--- config.mk ---
export PLATFORM = sky130hd
export DESIGN_NAME = fifo_serial_tx
export DESIGN_NICKNAME = d
export VERILOG_FILES = /design/src/rtl/fst_pkg.sv /design/src/rtl/fst_tick_source.sv /design/src/rtl/fst_tx_fifo.sv /design/src/rtl/fst_frame_shifter.sv /design/src/rtl/fifo_serial_tx.sv
export SDC_FILE = /design/constraint.sdc
export NUM_CORES = 1
export LEC_CHECK = 0
export CAP_MARGIN = 5
export CORE_MARGIN = 5
export CORE_UTILIZATION = 40
export DETAILED_ROUTE_END_ITERATION = 10
export DONT_BUFFER_PORTS = 1
export HOLD_SLACK_MARGIN = 0.06
export PLACE_DENSITY = 0.65
export SLEW_MARGIN = 10
export SYNTH_ARGS = -nofsm -noshare
export SYNTH_HDL_FRONTEND = slang
export SYNTH_SLANG_ARGS = --single-unit
--- constraint.sdc ---
create_clock -name clk -period 1.7 [get_ports clk]
set_input_delay 0.255 -clock clk [delete_from_list [all_inputs] [get_ports clk]]
set_output_delay 0.255 -clock clk [all_outputs]
set_load 0.02 [all_outputs]
--- src/rtl/fst_pkg.sv ---
package fst_pkg;
  localparam int FRAME_BITS = 10;
  localparam int SUBTICKS   = 16;
  typedef enum logic [1:0] {SH_IDLE, SH_LOAD, SH_SEND} sh_state_t;
endpackage

--- src/rtl/fst_tick_source.sv ---
module fst_tick_source #(
  parameter int DIV_W = 8
) (
  input  logic             clk,
  input  logic             rst,
  input  logic             use_ext,
  input  logic             clk_out_en,
  input  logic [DIV_W-1:0] baud_div,
  input  logic             ext_clk_in,
  output logic             tick,
  output logic             clk_pin_out
);
  logic [DIV_W-1:0] cnt;
  logic [DIV_W:0]   half;
  logic [1:0]       sync_q;
  logic             prev_q;
  logic             int_wrap;

  assign int_wrap = (cnt >= baud_div);
  assign half     = ({1'b0, baud_div} + {{DIV_W{1'b0}}, 1'b1}) >> 1;

  always_ff @(posedge clk) begin
    if (rst || use_ext)  cnt <= '0;
    else if (int_wrap)   cnt <= '0;
    else                 cnt <= cnt + 1'b1;
  end

  always_ff @(posedge clk) begin
    if (rst) begin
      sync_q      <= 2'b00;
      prev_q      <= 1'b0;
      tick        <= 1'b0;
      clk_pin_out <= 1'b0;
    end else begin
      sync_q      <= {sync_q[0], ext_clk_in};
      prev_q      <= sync_q[1];
      tick        <= use_ext ? (sync_q[1] & ~prev_q) : int_wrap;
      clk_pin_out <= !use_ext && clk_out_en && ({1'b0, cnt} < half);
    end
  end

  assert_ext_tick_single_R3: assert property (@(posedge clk) disable iff (rst)
    (use_ext && $past(use_ext) && tick) |=> !tick);
  assert_clk_out_gated_R4: assert property (@(posedge clk) disable iff (rst)
    (!clk_out_en || use_ext) |=> !clk_pin_out);
endmodule

--- src/rtl/fst_tx_fifo.sv ---
module fst_tx_fifo #(
  parameter int W     = 8,
  parameter int DEPTH = 16
) (
  input  logic         clk,
  input  logic         rst,
  input  logic         flush,
  input  logic         push,
  input  logic [W-1:0] push_data,
  input  logic         pop,
  output logic [W-1:0] pop_data,
  output logic         empty,
  output logic         full,
  output logic         overflow
);
  localparam int AW = (DEPTH > 1) ? $clog2(DEPTH) : 1;

  logic [W-1:0] mem [DEPTH];
  logic [AW:0]  wptr, rptr;
  logic         push_ok, pop_ok;

  assign empty   = (wptr == rptr);
  assign full    = (wptr[AW-1:0] == rptr[AW-1:0]) && (wptr[AW] != rptr[AW]);
  assign push_ok = push && !full;
  assign pop_ok  = pop && !empty;

  always_ff @(posedge clk) begin
    if (push_ok) mem[wptr[AW-1:0]] <= push_data;
    if (pop_ok)  pop_data <= mem[rptr[AW-1:0]];
  end

  always_ff @(posedge clk) begin
    if (rst || flush) begin
      wptr <= '0;
      rptr <= '0;
    end else begin
      if (push_ok) wptr <= wptr + 1'b1;
      if (pop_ok)  rptr <= rptr + 1'b1;
    end
  end

  always_ff @(posedge clk) begin
    if (rst || flush)        overflow <= 1'b0;
    else if (push && full)   overflow <= 1'b1;
  end

  assert_full_drop_R6: assert property (@(posedge clk) disable iff (rst)
    (full && push && !pop && !flush) |=> (full && $stable(wptr)));
  assert_overflow_sticky_R6: assert property (@(posedge clk) disable iff (rst)
    (overflow && !flush) |=> overflow);
  assert_flush_empties_R10: assert property (@(posedge clk) disable iff (rst)
    flush |=> (empty && !overflow));
endmodule

--- src/rtl/fst_frame_shifter.sv ---
module fst_frame_shifter
  import fst_pkg::*;
(
  input  logic       clk,
  input  logic       rst,
  input  logic       tx_enable,
  input  logic       tick,
  input  logic       fifo_empty,
  input  logic [7:0] pop_data,
  output logic       pop,
  output logic       line,
  output logic       frame_end
);
  localparam int IDX_W = $clog2(FRAME_BITS);
  localparam int SUB_W = $clog2(SUBTICKS);

  sh_state_t              state;
  logic [FRAME_BITS-1:0]  shreg;
  logic [IDX_W-1:0]       idx;
  logic [SUB_W-1:0]       sub;

  assign pop = (state == SH_IDLE) && tx_enable && !fifo_empty;

  always_ff @(posedge clk) begin
    if (rst || !tx_enable) begin
      state     <= SH_IDLE;
      shreg     <= '1;
      idx       <= '0;
      sub       <= '0;
      line      <= 1'b1;
      frame_end <= 1'b0;
    end else begin
      frame_end <= 1'b0;
      case (state)
        SH_IDLE: begin
          line <= 1'b1;
          if (!fifo_empty) state <= SH_LOAD;
        end
        SH_LOAD: begin
          shreg <= {1'b1, pop_data, 1'b0};
          line  <= 1'b0;
          idx   <= '0;
          sub   <= '0;
          state <= SH_SEND;
        end
        default: begin
          if (tick) begin
            if (sub == SUB_W'(SUBTICKS - 1)) begin
              sub <= '0;
              if (idx == IDX_W'(FRAME_BITS - 1)) begin
                state     <= SH_IDLE;
                frame_end <= 1'b1;
                line      <= 1'b1;
              end else begin
                idx   <= idx + 1'b1;
                shreg <= {1'b1, shreg[FRAME_BITS-1:1]};
                line  <= shreg[1];
              end
            end else begin
              sub <= sub + 1'b1;
            end
          end
        end
      endcase
    end
  end

  assert_abort_idle_R8: assert property (@(posedge clk) disable iff (rst)
    !tx_enable |=> (line && state == SH_IDLE));
  assert_line_on_tick_R2: assert property (@(posedge clk) disable iff (rst)
    (tx_enable && state == SH_SEND && !tick) |=> ($stable(line) && $stable(sub)));
endmodule

--- src/rtl/fifo_serial_tx.sv ---
module fifo_serial_tx #(
  parameter int FIFO_DEPTH = 16,
  parameter int DIV_W      = 8
) (
  input  logic             clk,
  input  logic             rst,
  input  logic             wr_en,
  input  logic [7:0]       wr_data,
  input  logic             tx_enable,
  input  logic             fifo_flush,
  input  logic             use_ext_clk,
  input  logic             clk_out_en,
  input  logic [DIV_W-1:0] baud_div,
  input  logic             ext_clk_in,
  output logic             tx_line,
  output logic             clk_pin_out,
  output logic             tx_done,
  output logic             overflow
);
  logic       tick, pop, empty, full, frame_end;
  logic [7:0] pop_data;

  fst_tick_source #(.DIV_W(DIV_W)) u_tick (
    .clk(clk), .rst(rst), .use_ext(use_ext_clk), .clk_out_en(clk_out_en),
    .baud_div(baud_div), .ext_clk_in(ext_clk_in), .tick(tick),
    .clk_pin_out(clk_pin_out));

  fst_tx_fifo #(.W(8), .DEPTH(FIFO_DEPTH)) u_fifo (
    .clk(clk), .rst(rst), .flush(fifo_flush), .push(wr_en),
    .push_data(wr_data), .pop(pop), .pop_data(pop_data), .empty(empty),
    .full(full), .overflow(overflow));

  fst_frame_shifter u_shift (
    .clk(clk), .rst(rst), .tx_enable(tx_enable), .tick(tick),
    .fifo_empty(empty), .pop_data(pop_data), .pop(pop), .line(tx_line),
    .frame_end(frame_end));

  always_ff @(posedge clk) begin
    if (rst)                         tx_done <= 1'b1;
    else if (wr_en && tx_enable)     tx_done <= 1'b0;
    else if (frame_end && empty)     tx_done <= 1'b1;
  end

  assert_done_clear_on_write_R7: assert property (@(posedge clk) disable iff (rst)
    (wr_en && tx_enable) |=> !tx_done);
  assert_done_rise_idle_R7: assert property (@(posedge clk) disable iff (rst)
    $rose(tx_done) |-> (tx_line && empty));
  assert_done_held_when_off_R9: assert property (@(posedge clk) disable iff (rst)
    (!tx_enable && !frame_end) |=> $stable(tx_done));
endmodule

* Word level (Yosys, flattened, before mapping) *
Memory sizes are Yosys's and may differ from the RTL's. A register that Yosys moved wholly into a read port is not among the register bits.
Index checks and enable logic that the tools add are counted.

cells by class
  bitwise gates (word level) = 5
  div/mod/pow operators = 0
  muxes and demuxes = 26
  magnitude comparators = 2
  reduce and logical (&&, ||, !) cells = 30
  eq/ne operators = 8
  $mul = 0
  add/sub/neg operators = 6
  shift operators = 0

operators by type and width
  kind                 number
  $mux 10              3
  $mux 4               5
  $pmux 10 s2          1
  $pmux 4 s2           2
  $add 5x1->5 const B  2
  $logic_and 1x1->1    10
  $add 8x1->9 const B  1
  $mux 1               9
  $reduce_bool 3->1    3
  $add 4x1->4 const B  2
  $add 8x1->8 const B  1
  $eq 4x4->1 const B   2
  $ge 8x8->1           1
  $lt 8x8->1           1
  $mux 2               4
  $reduce_and 4->1     2
  $reduce_bool 2->1    3
  $eq 5x5->1           1
  $reduce_or 5->1      1
  $eq 4x4->1           1
  $logic_not 1->1      4
  $ne 2x2->1 const B   2
  $not 1->1            4
  $pmux 2 s2           1
  8 further kinds      11

storage, ports and cells
  latch bits = 0
  flip-flop bits (word level) = 47
  word-level logic and storage cells = 93
  memory bits (writable) = 128
  memories kept = 1
  bits in read-only memories = 0
  input bits = 24

memory list
  memory      words  width  read ports  clocked after Yosys merged registers in  write ports  RTL line           source
  u_fifo.mem  16     8      1           1                                        1            fst_tx_fifo.sv:18  logic [W-1:0] mem [DEPTH];

* Longest topological paths before layout *
  word-level depth = 6
  depth in mapped cells = 9

* Hierarchy *
Synthesis repeated with hierarchy kept, for this count alone.

second synthesis, totals
  cell total of the unflattened synthesis = 507
  area total of the unflattened synthesis = 7912.6 um2

by module, submodules not included
  module             area each (um2)  instances  seq. area each (um2)  cells each
  fst_tx_fifo        5950.7           1          4304.1                287
  fst_frame_shifter  993.5            1          400.4                 111
  fst_tick_source    925.9            1          260.2                 105
  fifo_serial_tx     42.5             1          20.0                  4

* Worst setup path before layout *
No wires, ideal clock.

  kind = reg2reg
  start = register u_tick.cnt[6]
  end = register u_tick.cnt[2]
  path buffers = 0
  slack = -144 ps
  data required time = 1636 ps
  stages on the path, launching flop included = 7
  data arrival time = 1780 ps
  cells stage by stage = dfxtp_1 > ha_1 > and3_4 > a221o_1 > or3_1 > a31o_4 > nor2_1

between the ends
  longest elaborated chain between the ends = 2

ends and longest elaborated chain
  what                              RTL line               source
  from (decl)                       fst_tick_source.sv:13  logic [DIV_W-1:0] cnt;
  from (signal assigned)            fst_tick_source.sv:25  else cnt <= cnt + 1'b1;
  $ge 8x8->1                        fst_tick_source.sv:19  assign int_wrap = (cnt >= baud_div);
  $reduce_or 2->1 (no source line)  -

Every way passes these cells.
A chain may end at the register's enable or synchronous reset.

* Final worst setup path *
  start = register u_tick.cnt[7]
  end = register u_tick.cnt[6]

Same word-level chain as after synthesis.

==> results_dict.tcl <==
set metrics [dict create \
    result_of_the_run "complete, but fails checks" \
    failed_checks "negative setup slack" \
    max_slew_margin 0.5128 \
    antenna_found_initial 0 \
    layout_common_cells "sky130_fd_sc_hd__edfxtp_1 (136), sky130_fd_sc_hd__dfxtp_1 (40), sky130_fd_sc_hd__buf_4 (36), sky130_fd_sc_hd__mux4_2 (32), sky130_fd_sc_hd__nor2_1 (29)" \
    power.share.switching 0.2261 \
    num-nets-final 625 \
    drt_pass1_iterations 6 \
    die-area_um2 22090 \
    layout-area-overhead-vs-synth_pct 24.32 \
    numCtsBuffers 17 \
    combPwrFrac 0.051 \
    critPathMaxFanout 8 \
    placementRows 50 \
    via_count_of_the_first_global_routing_pass 4641 \
    finish.utilization 0.5074 \
    ys_ff_latch 181 \
    final_max_slew_viol_count 0 \
    hold_depth 2 \
    overflow 0 \
    critPathCapture "u_tick.cnt[6]" \
    postSynth.topFlopCell "sky130_fd_sc_hd__edfxtp_1" \
    finalCriticalPeriod_ns 1.813 \
    synth_simple_gate_area_frac 0.09507 \
    chipWidth_um 148.6 \
    hold_violations 0 \
    crit-reg2reg-capture "u_tick.cnt[6]" \
    finalSetupViolations 123 \
    place.gp.congestion 0.8135 \
    r2r_start "u_tick.cnt[7]" \
    async_flop_share 0 \
    ys_seq_area_frac 0.6485 \
    ios 28 \
    count_of_nets_left_with_antenna_violations_after_detail_routing 0 \
    floorplan.core_area_um2 18830 \
    post_synth_xor_area_fraction 0.03419 \
    synth_compound_area_frac 0.05258 \
    ctsLongestPathBuffers 2 \
    drt-total-wl_mm 16.68 \
    clock_transition_time_at_the_flip_flop_clock_pins_of_the_worst_setup_and_hold_paths_ns 0.07 \
    global_route_wire_length_before_repair_mm 25.92 \
    syn_nets 564 \
    adder_and_majority_gate_portion_of_the_synthesized_area 0.04070 \
    worst_pin_slew_ns 0.7284 \
    power.leakage_uw 0.003257 \
    drc 0 \
    p_seq_frac 0.536 \
    power.share.clock 0.413 \
    yosys_warnings 0 \
    min_path_type "in2reg" \
    final.setup_skew_ns 0.01304 \
    synth_area_um2 7686 \
    htree_levels 4 \
    peakVddDrop_mv 0.7380 \
    finalNonFillerCells 849 \
    vias 4487 \
    setup.reg_to_reg.worst_slack_ns -0.11 \
    fmaxAchievable_ghz 0.5517 \
    synthesis.instances 515 \
    synth_top_family_by_area "multiplexers" \
    synth_enable_flop_cells 136 \
    number_of_sinks_handled_by_clock_tree_synthesis 181 \
    routed_via_density 5.285 \
    port-buffer-count 0 \
    hpwlAfterDp_mm 11.04 \
    timing.critical_path.to_type "flip-flop" \
    final_min_period_over_clock_period 1.066 \
    final_common_cell "sky130_fd_sc_hd__edfxtp_1" \
    reg2regPathDepth 6 \
    rsz0062_at_grt "yes" \
    final.fill_count 1549 \
    post-route-worst-setup-slack_ns -0.1127 \
    path_class "reg2reg" \
    ctsRootBufferMaster "sky130_fd_sc_hd__clkbuf_16" \
    tritoncts_clock_tree "built" \
    insertion_delay_ns 0.43 \
    detailed_place.area_um2 8471 \
    grt_max_degree 36 \
    detailedRoute.firstIterationViolations 285 \
    cp.arrival_ns 2.16 \
    startpoint_type_of_the_worst_setup_path "flip-flop" \
    intPower_uw 6943 \
    worst_endpoint_required_time_ns 2.05 \
    dp_cells 805 \
    die_h_um 148.6 \
    netlist-cell-type-count 48 \
    grt_usage 0.1547 \
    avg_cell_area_syn_um2 14.92 \
    drive_above_1_share 0.3209 \
    floorplan.initialDensity 0.4082 \
    switching_power_uw 2028 \
    synth.area.mux_share 0.1068 \
    timing.setup.tns_ns -8.489 \
    powerDensity_nw_per_um2 938.9 \
    max_cap_viol_count 0 \
    antenna_cells 0 \
    cp-startpoint "u_tick.cnt[7]" \
    wl_per_cell_um 19.65 \
    layout.cell_area.non_filler_um2 9555 \
]
how the worst min path moves through the flow:
stage                      startpoint            endpoint
after floorplan                 wr_en             tx_done
after global placement            rst       u_tick.prev_q
after detailed placement          rst       u_tick.prev_q
after CTS                 use_ext_clk         u_tick.tick
after global routing       clk_out_en  u_tick.clk_pin_out
final                      clk_out_en  u_tick.clk_pin_out
per-layer routing:
| metal | global-route usage | vias to the layer above | routed length, um |
|---|---|---|---|
| met4 | 0.03464 | 0 | 175 |
| li1 | - | 2091 | - |
| met1 | 0.2069 | 2251 | 7270 |
| met2 | 0.2539 | 132 | 8236 |
| met5 | 0 | - | 0 |
| met3 | 0.04235 | 13 | 998 |
registers in the layout (all words and copies together) (netlist names):
signal and count:
u_tick.tick 1, u_fifo.overflow 1, u_shift.shreg 8, u_tick.cnt 8, tx_done 1, u_tick.prev_q 1
u_tick.clk_pin_out 1, u_shift.state 2, u_fifo.rptr 5, u_shift.line 1, u_tick.sync_q 2, u_fifo.mem 128
u_shift.frame_end 1, u_shift.idx 4, u_fifo.pop_data 8, u_fifo.wptr 5, u_shift.sub 4
power groups by stage:
stage | Clock, uW | Sequential (uW) | Combinational (uW)
detailed placement | 0 | 4910 | 319
CTS | 3780 | 4810 | 431
finish | 3710 | 4810 | 453
global placement | 0 | 4910 | 311
floorplan | 0 | 4900 | 220
global route | 4000 | 4810 | 492
cell families (layout without fill, tap and decap cells):
kind of cell | after synthesis | in the layout
AND/OR/NAND/NOR | 138 | 138
AO/OA/AOI/OAI | 62 | 63
XOR/XNOR | 30 | 30
multiplexers | 42 | 42
flip-flops | 181 | 181
buffers and inverters | 37 | 110
adder cells (fa/ha/maj) | 25 | 25
critical path, stage by stage, from the launching register on:
cell	delay, ns
sky130_fd_sc_hd__dfxtp_2	0.34
sky130_fd_sc_hd__ha_4	0.24
sky130_fd_sc_hd__and3_4	0.16
sky130_fd_sc_hd__a221o_1	0.32
sky130_fd_sc_hd__or3_4	0.33
sky130_fd_sc_hd__a31o_4	0.27
sky130_fd_sc_hd__nor2_1	0.09
Yosys cell counts (all sizes together), types with 2 or more instances:
| library cell | n | share of area |
|---|---|---|
| a211oi | 10 | 0.0098 |
| a21o | 3 | 0.0031 |
| a21oi | 19 | 0.012 |
| a31o | 2 | 0.0034 |
| a31oi | 2 | 0.0016 |
| and3 | 21 | 0.018 |
| and4 | 3 | 0.0034 |
| and4b | 4 | 0.0052 |
| buf | 13 | 0.010 |
| clkbuf | 10 | 0.0049 |
| dfxtp | 45 | 0.12 |
| edfxtp | 136 | 0.53 |
| ha | 25 | 0.041 |
| inv | 14 | 0.0068 |
| mux2i | 10 | 0.013 |
| mux4 | 32 | 0.094 |
| nand2 | 26 | 0.013 |
| nand2b | 5 | 0.0041 |
| nand3 | 11 | 0.0072 |
| nand4 | 5 | 0.0049 |
| nor2 | 37 | 0.019 |
| nor2b | 15 | 0.012 |
| nor3 | 4 | 0.0026 |
| o211ai | 6 | 0.0059 |
| o21ai | 13 | 0.0085 |
| or3 | 2 | 0.0016 |
| xnor2 | 15 | 0.017 |
| xor2 | 15 | 0.017 |
repair_timing:
item	in CTS	in global routing
endpoints found under the hold margin	135	2
setup buffers	3	3
hold buffers	11	1
setup endpoints to repair	156	171
pin swaps	28	9
gates resized for setup	59	26
cloned	3	0
through the flow:
| step | power (uW) | hold slack [ns] | setup WS, ns |
|---|---|---|---|
| detailed placement | 5228 | 0.3304 | -0.3019 |
| finish | 8971 | 0.1117 | -0.1127 |
| global placement | 5219 | 0.3300 | -0.2845 |
| global route | 9305 | 0.09597 | -0.1618 |
| CTS | 9026 | -0.08060 | -0.1055 |
| floorplan | 5121 | 0.3469 | -0.07740 |
final cells by class:
type	count	area, um^2	share of cell area
clock inverter	14	137.6	0.01440
timing repair buffer	64	676.9	0.07084
tap	260	325.3	0.03404
sequential	181	4994	0.5226
multi-input combinational	298	2932	0.3068
inverter	14	61.31	0.006416
clock buffer	18	429.2	0.04491
Power figures use the tool's default switching activity.
